--- config.mk ---
export PLATFORM = sky130hd
export DESIGN_NAME = evt_gate
export DESIGN_NICKNAME = d
export VERILOG_FILES = /design/src/rtl/evt_gate_pkg.sv /design/src/rtl/evt_gate_evcnt.sv /design/src/rtl/evt_gate_chan.sv /design/src/rtl/evt_gate_sync.sv /design/src/rtl/evt_gate.sv
export SDC_FILE = /design/constraint.sdc
export NUM_CORES = 1
export LEC_CHECK = 0
export ABC_AREA = 1
export ABC_CLOCK_PERIOD_IN_PS = 1500
export CORE_MARGIN = 5
export CORE_UTILIZATION = 41
export DETAILED_ROUTE_END_ITERATION = 16
export PLACE_DENSITY = 0.76
export SYNTH_ARGS = -nofsm -noshare
export SYNTH_HDL_FRONTEND = slang
export SYNTH_SLANG_ARGS = --single-unit
--- constraint.sdc ---
create_clock -name clk -period 1.5 [get_ports clk]
set_clock_uncertainty 0.1 [all_clocks]
set_input_delay 0.15 -clock clk [delete_from_list [all_inputs] [get_ports clk]]
set_output_delay 0.15 -clock clk [all_outputs]
set_load 0.005 [all_outputs]
--- src/rtl/evt_gate_pkg.sv ---
package evt_gate_pkg;
  typedef enum logic [3:0] {
    LS_LOST  = 4'd2,
    LS_READY = 4'd8
  } link_st_e;

  localparam int ERR_W    = 16;
  localparam int RULE_BIT = 3;

  // violation flag of a received fragment
  function automatic logic rule_hit(input logic present, input logic [ERR_W-1:0] err);
    return present & err[RULE_BIT];
  endfunction

  // sticky status update
  function automatic link_st_e next_status(input link_st_e cur, input logic rpt_en,
                                           input logic any_viol);
    if (cur == LS_LOST) return LS_LOST;
    if (rpt_en && any_viol) return LS_LOST;
    return LS_READY;
  endfunction
endpackage

--- src/rtl/evt_gate_evcnt.sv ---
module evt_gate_evcnt #(
  parameter int EVN_W = 24
) (
  input  logic             clk,
  input  logic             rst_n,
  input  logic             fire,
  output logic [EVN_W-1:0] evn_o
);
  localparam logic [EVN_W-1:0] FIRST_EVN = EVN_W'(1);

  always_ff @(posedge clk) begin
    if (!rst_n)    evn_o <= FIRST_EVN;
    else if (fire) evn_o <= evn_o + EVN_W'(1);
  end

  p_evn_step_r7: assert property (@(posedge clk) disable iff (!rst_n)
    fire |=> (evn_o == $past(evn_o) + EVN_W'(1)));
  p_evn_hold_r7: assert property (@(posedge clk) disable iff (!rst_n)
    !fire |=> $stable(evn_o));
endmodule

--- src/rtl/evt_gate_chan.sv ---
module evt_gate_chan #(
  parameter int EVN_W = 24,
  parameter int CNT_W = 8
) (
  input  logic             clk,
  input  logic             rst_n,
  input  logic             fire,
  input  logic             cfg_keep_mis,
  input  logic             present,
  input  logic [EVN_W-1:0] frag_evn,
  input  logic [EVN_W-1:0] bld_evn,
  output logic             keep_o,
  output logic             empty_o,
  output logic [CNT_W-1:0] cnt_o
);
  localparam logic [CNT_W-1:0] CNT_MAX = {CNT_W{1'b1}};

  logic mism_seen;  // present fragment with a wrong event number
  logic take;       // fragment enters the built event
  assign mism_seen = present && (frag_evn != bld_evn);
  assign take      = present && (!mism_seen || cfg_keep_mis);

  function automatic logic [CNT_W-1:0] sat_inc(input logic [CNT_W-1:0] v);
    return (v == CNT_MAX) ? v : v + CNT_W'(1);
  endfunction

  always_ff @(posedge clk) begin
    if (!rst_n) begin
      keep_o  <= 1'b0;
      empty_o <= 1'b0;
      cnt_o   <= '0;
    end else if (fire) begin
      keep_o  <= take;
      empty_o <= !take;
      if (mism_seen && cfg_keep_mis) cnt_o <= sat_inc(cnt_o);
    end
  end

  p_drop_r4: assert property (@(posedge clk) disable iff (!rst_n)
    (fire && mism_seen && !cfg_keep_mis) |=> (empty_o && !keep_o && $stable(cnt_o)));
  p_count_r5: assert property (@(posedge clk) disable iff (!rst_n)
    (fire && mism_seen && cfg_keep_mis) |=> (keep_o && (cnt_o != '0)));
  p_absent_r6: assert property (@(posedge clk) disable iff (!rst_n)
    (fire && !present) |=> (empty_o && $stable(cnt_o)));
  p_no_wrap_r5: assert property (@(posedge clk) disable iff (!rst_n)
    ##1 (cnt_o >= $past(cnt_o)));
endmodule

--- src/rtl/evt_gate_sync.sv ---
module evt_gate_sync
  import evt_gate_pkg::*;
(
  input  logic       clk,
  input  logic       rst_n,
  input  logic       fire,
  input  logic       cfg_sync_rpt,
  input  logic       any_viol,
  output logic [3:0] status_o
);
  link_st_e st_q;

  always_ff @(posedge clk) begin
    if (!rst_n)    st_q <= LS_READY;
    else if (fire) st_q <= next_status(st_q, cfg_sync_rpt, any_viol);
  end

  assign status_o = st_q;

  p_sticky_r10: assert property (@(posedge clk) disable iff (!rst_n)
    (status_o == LS_LOST) |=> (status_o == LS_LOST));
  p_flag_r8: assert property (@(posedge clk) disable iff (!rst_n)
    (fire && cfg_sync_rpt && any_viol) |=> (status_o == LS_LOST));
  p_quiet_r9: assert property (@(posedge clk) disable iff (!rst_n)
    (fire && !cfg_sync_rpt && status_o == LS_READY) |=> (status_o == LS_READY));
  p_legal_r1: assert property (@(posedge clk) disable iff (!rst_n)
    (status_o == LS_READY) || (status_o == LS_LOST));
endmodule

--- src/rtl/evt_gate.sv ---
module evt_gate
  import evt_gate_pkg::*;
#(
  parameter int NUM_CH = 4,
  parameter int EVN_W  = 24,
  parameter int CNT_W  = 8
) (
  input  logic                    clk,
  input  logic                    rst_n,
  input  logic                    evt_valid,
  input  logic [NUM_CH-1:0]       ch_present,
  input  logic [NUM_CH*EVN_W-1:0] ch_evn,
  input  logic [NUM_CH*ERR_W-1:0] ch_err,
  input  logic                    cfg_keep_mis,
  input  logic                    cfg_sync_rpt,
  output logic                    out_valid,
  output logic [NUM_CH-1:0]       keep,
  output logic [NUM_CH-1:0]       empty,
  output logic [EVN_W-1:0]        out_evn,
  output logic [3:0]              link_status,
  output logic [NUM_CH*CNT_W-1:0] mism_cnt
);
  logic [EVN_W-1:0]  bld_evn;
  logic [NUM_CH-1:0] viol_vec;  // per-channel received rule violation
  logic              any_viol;

  evt_gate_evcnt #(.EVN_W(EVN_W)) u_evcnt (
    .clk(clk), .rst_n(rst_n), .fire(evt_valid), .evn_o(bld_evn)
  );

  for (genvar c = 0; c < NUM_CH; c++) begin : g_ch
    assign viol_vec[c] = rule_hit(ch_present[c], ch_err[c*ERR_W +: ERR_W]);

    evt_gate_chan #(.EVN_W(EVN_W), .CNT_W(CNT_W)) u_chan (
      .clk(clk), .rst_n(rst_n), .fire(evt_valid), .cfg_keep_mis(cfg_keep_mis),
      .present(ch_present[c]), .frag_evn(ch_evn[c*EVN_W +: EVN_W]),
      .bld_evn(bld_evn), .keep_o(keep[c]), .empty_o(empty[c]),
      .cnt_o(mism_cnt[c*CNT_W +: CNT_W])
    );
  end

  assign any_viol = |viol_vec;

  evt_gate_sync u_sync (
    .clk(clk), .rst_n(rst_n), .fire(evt_valid), .cfg_sync_rpt(cfg_sync_rpt),
    .any_viol(any_viol), .status_o(link_status)
  );

  always_ff @(posedge clk) begin
    if (!rst_n) begin
      out_valid <= 1'b0;
      out_evn   <= '0;
    end else begin
      out_valid <= evt_valid;
      if (evt_valid) out_evn <= bld_evn;
    end
  end

  p_strobe_r2: assert property (@(posedge clk) disable iff (!rst_n)
    out_valid |-> $past(evt_valid));
  p_header_r3: assert property (@(posedge clk) disable iff (!rst_n)
    out_valid |-> ((keep ^ empty) == {NUM_CH{1'b1}}));
  p_evn_tag_r7: assert property (@(posedge clk) disable iff (!rst_n)
    evt_valid |=> (out_evn == bld_evn - EVN_W'(1)));
endmodule

=== Word level (Yosys, flattened, before mapping) ===
Cells that the tools add are included.
W data, S select, Z words.

* Bits in registers: 93
* Bits in latches: 0
* Bits in writable memories: 0
* Bits in read-only memories: 0
* Logic and storage cells: 79
* Memories: 0

* Add/sub/neg operators: 5
* Multiply operators: 0
* Div/mod/pow operators: 0
* $lt $le $gt $ge: 0
* Equality and inequality tests: 9
* Shift operators: 0
* Multiplexer cells: 11
* Bitwise operators: 8
* Reduce and logical (&&, ||, !) cells: 30

{| class="wikitable"
|+ Operators with widths
! operator !! number
|-
| $ne A24 B24 Y1 || 4
|-
| $add A8 B1 Y8 const B || 4
|-
| $eq A8 B8 Y1 const B || 4
|-
| $add A24 B1 Y24 const B || 1
|-
| $mux W4 || 4
|-
| $logic_and A1 B1 Y1 || 13
|-
| $reduce_and A3 Y1 || 4
|-
| $logic_not A1 Y1 || 8
|-
| $mux W1 || 7
|-
| $and A1 B1 Y1 || 4
|-
| $eq A4 B2 Y1 const B || 1
|-
| $logic_or A1 B1 Y1 || 4
|-
| $not A1 Y1 || 4
|-
| $reduce_or A4 Y1 || 1
|}

=== Longest topological paths before layout ===
* Depth after elaboration: 9
* Depth in mapped cells: 13
* Mapped depth without buffers: 11

=== Cells and area by module ===
A second synthesis with hierarchy kept.

* Cell total of the unflattened synthesis: 1,263
* Area total of the unflattened synthesis: 7,239.4 µm²

{| class="wikitable"
|+ Modules (own cells, without submodules)
! module !! instances !! cells an instance !! area an instance (µm²) !! sequential area each (µm²)
|-
| evt_gate_chan || 4 || 225 || 1,218.7 || 200.2
|-
| evt_gate_evcnt || 1 || 180 || 1,211.2 || 480.5
|-
| evt_gate || 1 || 164 || 1,037.2 || 500.5
|-
| evt_gate_sync || 1 || 19 || 116.4 || 40.0
|}

=== Least setup slack after synthesis ===
No wires, ideal clock.

* Path type: register -> register
* From: register u_evcnt.evn_o[1]
* To: register u_evcnt.evn_o[18]
* Arrival time: 1,419 ps
* Data required time: 1,272 ps
* Path slack: -147 ps
* Stages on the path, launching flop included: 11
* Path buffers: 0
* Period minus slack after synthesis: 1,647 ps
* Cell sequence: dfxtp_1 -> ha_1 -> inv_1 -> nor2_1 -> nand2_1 -> nor2_1 -> nand2_1 -> nor2_1 -> nand2_1 -> xor2_1 -> nor2_1

* Cells in the longest elaborated chain, start to end: 1

{| class="wikitable"
|+ RTL lines
! what !! RTL line !! text
|-
| start, declared || evt_gate_evcnt.sv:7 || <nowiki>output logic [EVN_W-1:0] evn_o</nowiki>
|-
| start signal, assigned || evt_gate_evcnt.sv:13 || <nowiki>else if (fire) evn_o <= evn_o + EVN_W'(1);</nowiki>
|-
| $add A24 B1 Y24 || evt_gate_evcnt.sv:13 ||
|}

No other way between the ends.
A chain may end at the register's enable or synchronous reset.

=== Worst setup path in the final report ===
* From: register u_evcnt.evn_o[16]
* To: register g_ch[2].u_chan.cnt_o[0]

* Cells in the longest elaborated chain, start to end: 4

{| class="wikitable"
|+ RTL lines
! what !! RTL line !! text
|-
| $ne A24 B24 Y1 || evt_gate_chan.sv:20 || <nowiki>assign mism_seen = present && (frag_evn != bld_evn);</nowiki>
|-
| $logic_and A1 B1 Y1 || evt_gate_chan.sv:20 ||
|-
| $logic_and A1 B1 Y1 || evt_gate_chan.sv:35 || <nowiki>if (mism_seen && cfg_keep_mis) cnt_o <= sat_inc(cnt_o);</nowiki>
|-
| $reduce_and A3 Y1 (no source line) || - ||
|-
| end signal, assigned || evt_gate_chan.sv:35 ||
|-
| end, declared || evt_gate_chan.sv:14 || <nowiki>output logic [CNT_W-1:0] cnt_o</nowiki>
|}

No other way between the ends.

==> results.py <==
metrics = {
    "outcome": {
        "status": "finished, violations left",
        "violations": "setup timing",
    },
    "cells_and_area": {
        "nets": 1571,
        "drive_gt1_share_pct": 28.5,
        "antenna_cells": 0,
        "area_delta_synth_final_pct": 67.2,
    },
    "yosys": {
        "yosysSeqAreaShare_pct": 29.0,
        "netlist.area_leader.share_pct": 29.0,
        "synth.most_common_cell": "nand2_1",
        "synth_area_leaders": "dfxtp_1 29%, nand2_1 24%, inv_1 10%, nor2_1 7.5%, a21oi_1 3.7%",
        "async_reset_ff_share_pct": 0,
        "synth.avg_cell_area_um2": 5.71,
        "ys_types": 33,
        "syn_area_um2": 6280,
        "synth-seq-cells": 91,
        "synth-edff-count": 0,
        "synth_top_area_cell": "dfxtp_1",
        "synth-main-ff-cell": "dfxtp_1",
        "synth_warnings": 0,
        "syn_inst": 1100,
        "synth_common_cells": "403 x nand2_1, 170 x inv_1, 125 x nor2_1, 91 x dfxtp_1, 47 x a21oi_1",
    },
    "setup_path": {
        "crit_path_start_kind": "flop",
        "crit_type": "reg -> reg",
        "worstPathRequired_ps": 1640,
        "path_max_fanout": 6,
        "crit_chain": "buf_6, nand2_2, nand2_2, nor2_2, nand2_1, nor2_2, buf_6, nand3_4, buf_8, nand3_4, nand2_1, nand2_1, nor2_1",
        "critPathCaptureType": "flop",
        "arrival_ps": 1920,
        "max_stage_delay_ps": 360,
        "r2r_slack_ps": -280,
        "critPathSlowestCell": "dfxtp_4",
        "crit_path_frequent_cell": "nand2_1",
    },
    "die": {
        "io_pins": 238,
        "die_h_um": 134,
        "die_w_um": 134,
        "rows": 45,
        "die_area_um2": 17900,
        "coreArea_um2": 15100,
        "initial_core_util_pct": 41.6,
    },
    "routing": {
        "vias_per_cell": 4.78,
        "wl_per_cell_um": 13.7,
        "num_vias": 7608,
        "drtPass1Iterations": 5,
        "drt_iter0_drc": 450,
        "finalWirelength_um": 21800,
        "postRouteAntennaNets": 0,
        "drc": 0,
    },
    "global_routing": {
        "grt_usage_pct": 22.4,
        "antenna_found_initial": 0,
        "grt_pass1_vias": 7079,
        "grt_pass1_wl_um": 33100,
        "grt_max_degree": 60,
        "overflow": 0,
    },
    "hold_path": {
        "hold_class": "in -> reg",
    },
    "power_and_ir_drop": {
        "peakVddDrop_mv": 0.701,
        "power_density_nw_per_um2": 620,
        "p_comb_share_pct": 18.2,
        "internal_power_mw": 4.90,
        "p_seq_share_pct": 38.8,
        "p_sw_share_pct": 24.7,
        "p_total_mw": 6.51,
        "p_switching_mw": 1.61,
        "p_clk_share_pct": 43.0,
        "power_leakage_nw": 5.32,
    },
    "placed_design": {
        "dp_hpwl_um": 15200,
        "routabilityCongestion": 0.907,
        "portBuffers": 175,
        "pre_cts_slack_ps": -579,
    },
    "clock_tree": {
        "cts.root.buffer_cell": "clkbuf_16",
        "cts_buffers": 9,
        "cts.sinks": 91,
        "cts_tree": "yes",
        "hold_buffers": 0,
        "clk_latency_ps": 350,
        "htree_levels": 3,
        "clock_path_buffers": 2,
        "clkSlewWorstSetupHoldPaths_ps": 70,
    },
    "timing": {
        "holdWs_ps": 143,
        "drv_slew": 0,
        "setup_ws_ps": -278,
        "period_share_pct": 119,
        "setup_viol": 57,
        "timing.fmax_mhz": 562,
        "hold_viol": 0,
        "period_needed_ps": 1780,
        "rsz0062_at_grt": "true",
    },
    "run": {
        "drv_cap": 0,
    },
}
-- power groups by stage --
stage                     clock (mW)  combinational [mW]  sequential (mW)
after CTS                       2.84                1.14             2.54
after detailed placement           0                1.10             2.60
final                           2.80                1.18             2.52
after global placement             0                1.08             2.59
after floorplan                    0               0.481             2.60
after global routing            2.95                1.31             2.53
-- placed cells by master (no fill, tap or decap), types with 3 or more instances in the layout --
master           netlist  final
nand2_1              403    354
clkbuf_16              0     10
inv_2                 21     27
dfxtp_2                0     28
nand2_2                6     46
nor3_2                 1      3
dfxtp_1               91     48
o21ai_0               39     31
dfxtp_4                0     15
nand4_1               32     32
a21oi_2                2     10
inv_1                170    163
nand3_1               44     18
clkdlybuf4s50_1        0    142
buf_4                 20    113
nor2_2                11     22
buf_6                  4     41
o21ai_1                0      8
xor2_1                18     17
bufinv_16              0      4
nand3_4                1     11
nor3_4                 0      4
a21oi_1               47     39
dlymetal6s2s_1         0      9
nand3_2                4     21
nor3_1                14      8
nor2_4                 3     18
ha_1                   5      3
dlygate4sd2_1          0     22
nor2_1               125     99
buf_12                 0      4
nand2_4                1     10
-- critical path, delay by kind of cell, from the launching register on --
family | cells | cell delay (ps)
buffers and inverters | 3 | 420
AND/OR/NAND/NOR | 10 | 780
flip-flops | 1 | 360
-- stage by stage --
stage,util (%),setup TNS [ps],instances,cell area [um^2]
after detailed placement,60.2,-19890,1550,9080
final,69.6,-9050,1590,10500
after global routing,69.6,-14340,1590,10500
after floorplan,-,-29.6,1101,6360
after global placement,60.2,-19070,1550,9080
after CTS,66.0,-7640,1583,9960
-- worst paths after layout --
| path | from | endpoint | depth (start not counted) |
|---|---|---|---|
| worst max-delay path | u_evcnt.evn_o[16] | g_ch[2].u_chan.cnt_o[0] | 13 |
| worst min-delay path | rst_n | g_ch[2].u_chan.cnt_o[5] | 3 |
| worst max register to register | u_evcnt.evn_o[16] | g_ch[2].u_chan.cnt_o[0] | 13 |
| worst min register to register | out_evn[0] | out_evn[0] | 1 |
-- flip-flops by register name, indices dropped and copies added, names as in the netlist --
name                 flops
g_ch.u_chan.cnt_o       32
g_ch.u_chan.empty_o      4
g_ch.u_chan.keep_o       4
out_evn                 24
out_valid                1
u_evcnt.evn_o           24
u_sync.status_o          2
-- logic make-up (layout without fill, tap and decap cells) --
| logic type | count (synthesis) | in the layout | synth area share [%] |
|---|---|---|---|
| fa+ha+maj | 5 | 5 | 0.996 |
| flops | 91 | 91 | 29.0 |
| buf+inv | 243 | 543 | 16.4 |
| simple gates | 647 | 648 | 43.0 |
| xor+xnor | 19 | 19 | 2.65 |
| compound gates | 94 | 94 | 7.85 |
| other cells | 1 | 2 | 0.0597 |
-- layout make-up --
type	instances	area, um^2
Sequential cell	91	1910
Fill cell	1235	4590
Clock buffer	9	225
Tap cell	188	235
Clock inverter	7	139
Timing Repair Buffer	335	3170
Multi-Input combinational cell	768	4090
Inverter	192	731
-- timing repair --
item | in CTS | in global routing
endpoints found under the setup margin | 90 | 72
gates cloned | 2 | 1
gates resized for setup | 153 | 143
pin swaps | 53 | 80
endpoints found under the hold margin | 0 | 0
setup buffers | 15 | 6
-- metal layers --
layer,vias up,GRT usage (%),part of all wire (%)
met2,191,39.5,50
met5,-,0,0
met1,3445,27.6,42
met4,0,7.60,2.2
met3,37,4.13,5.7
li1,3935,-,-
Power figures use the tool's default switching activity.
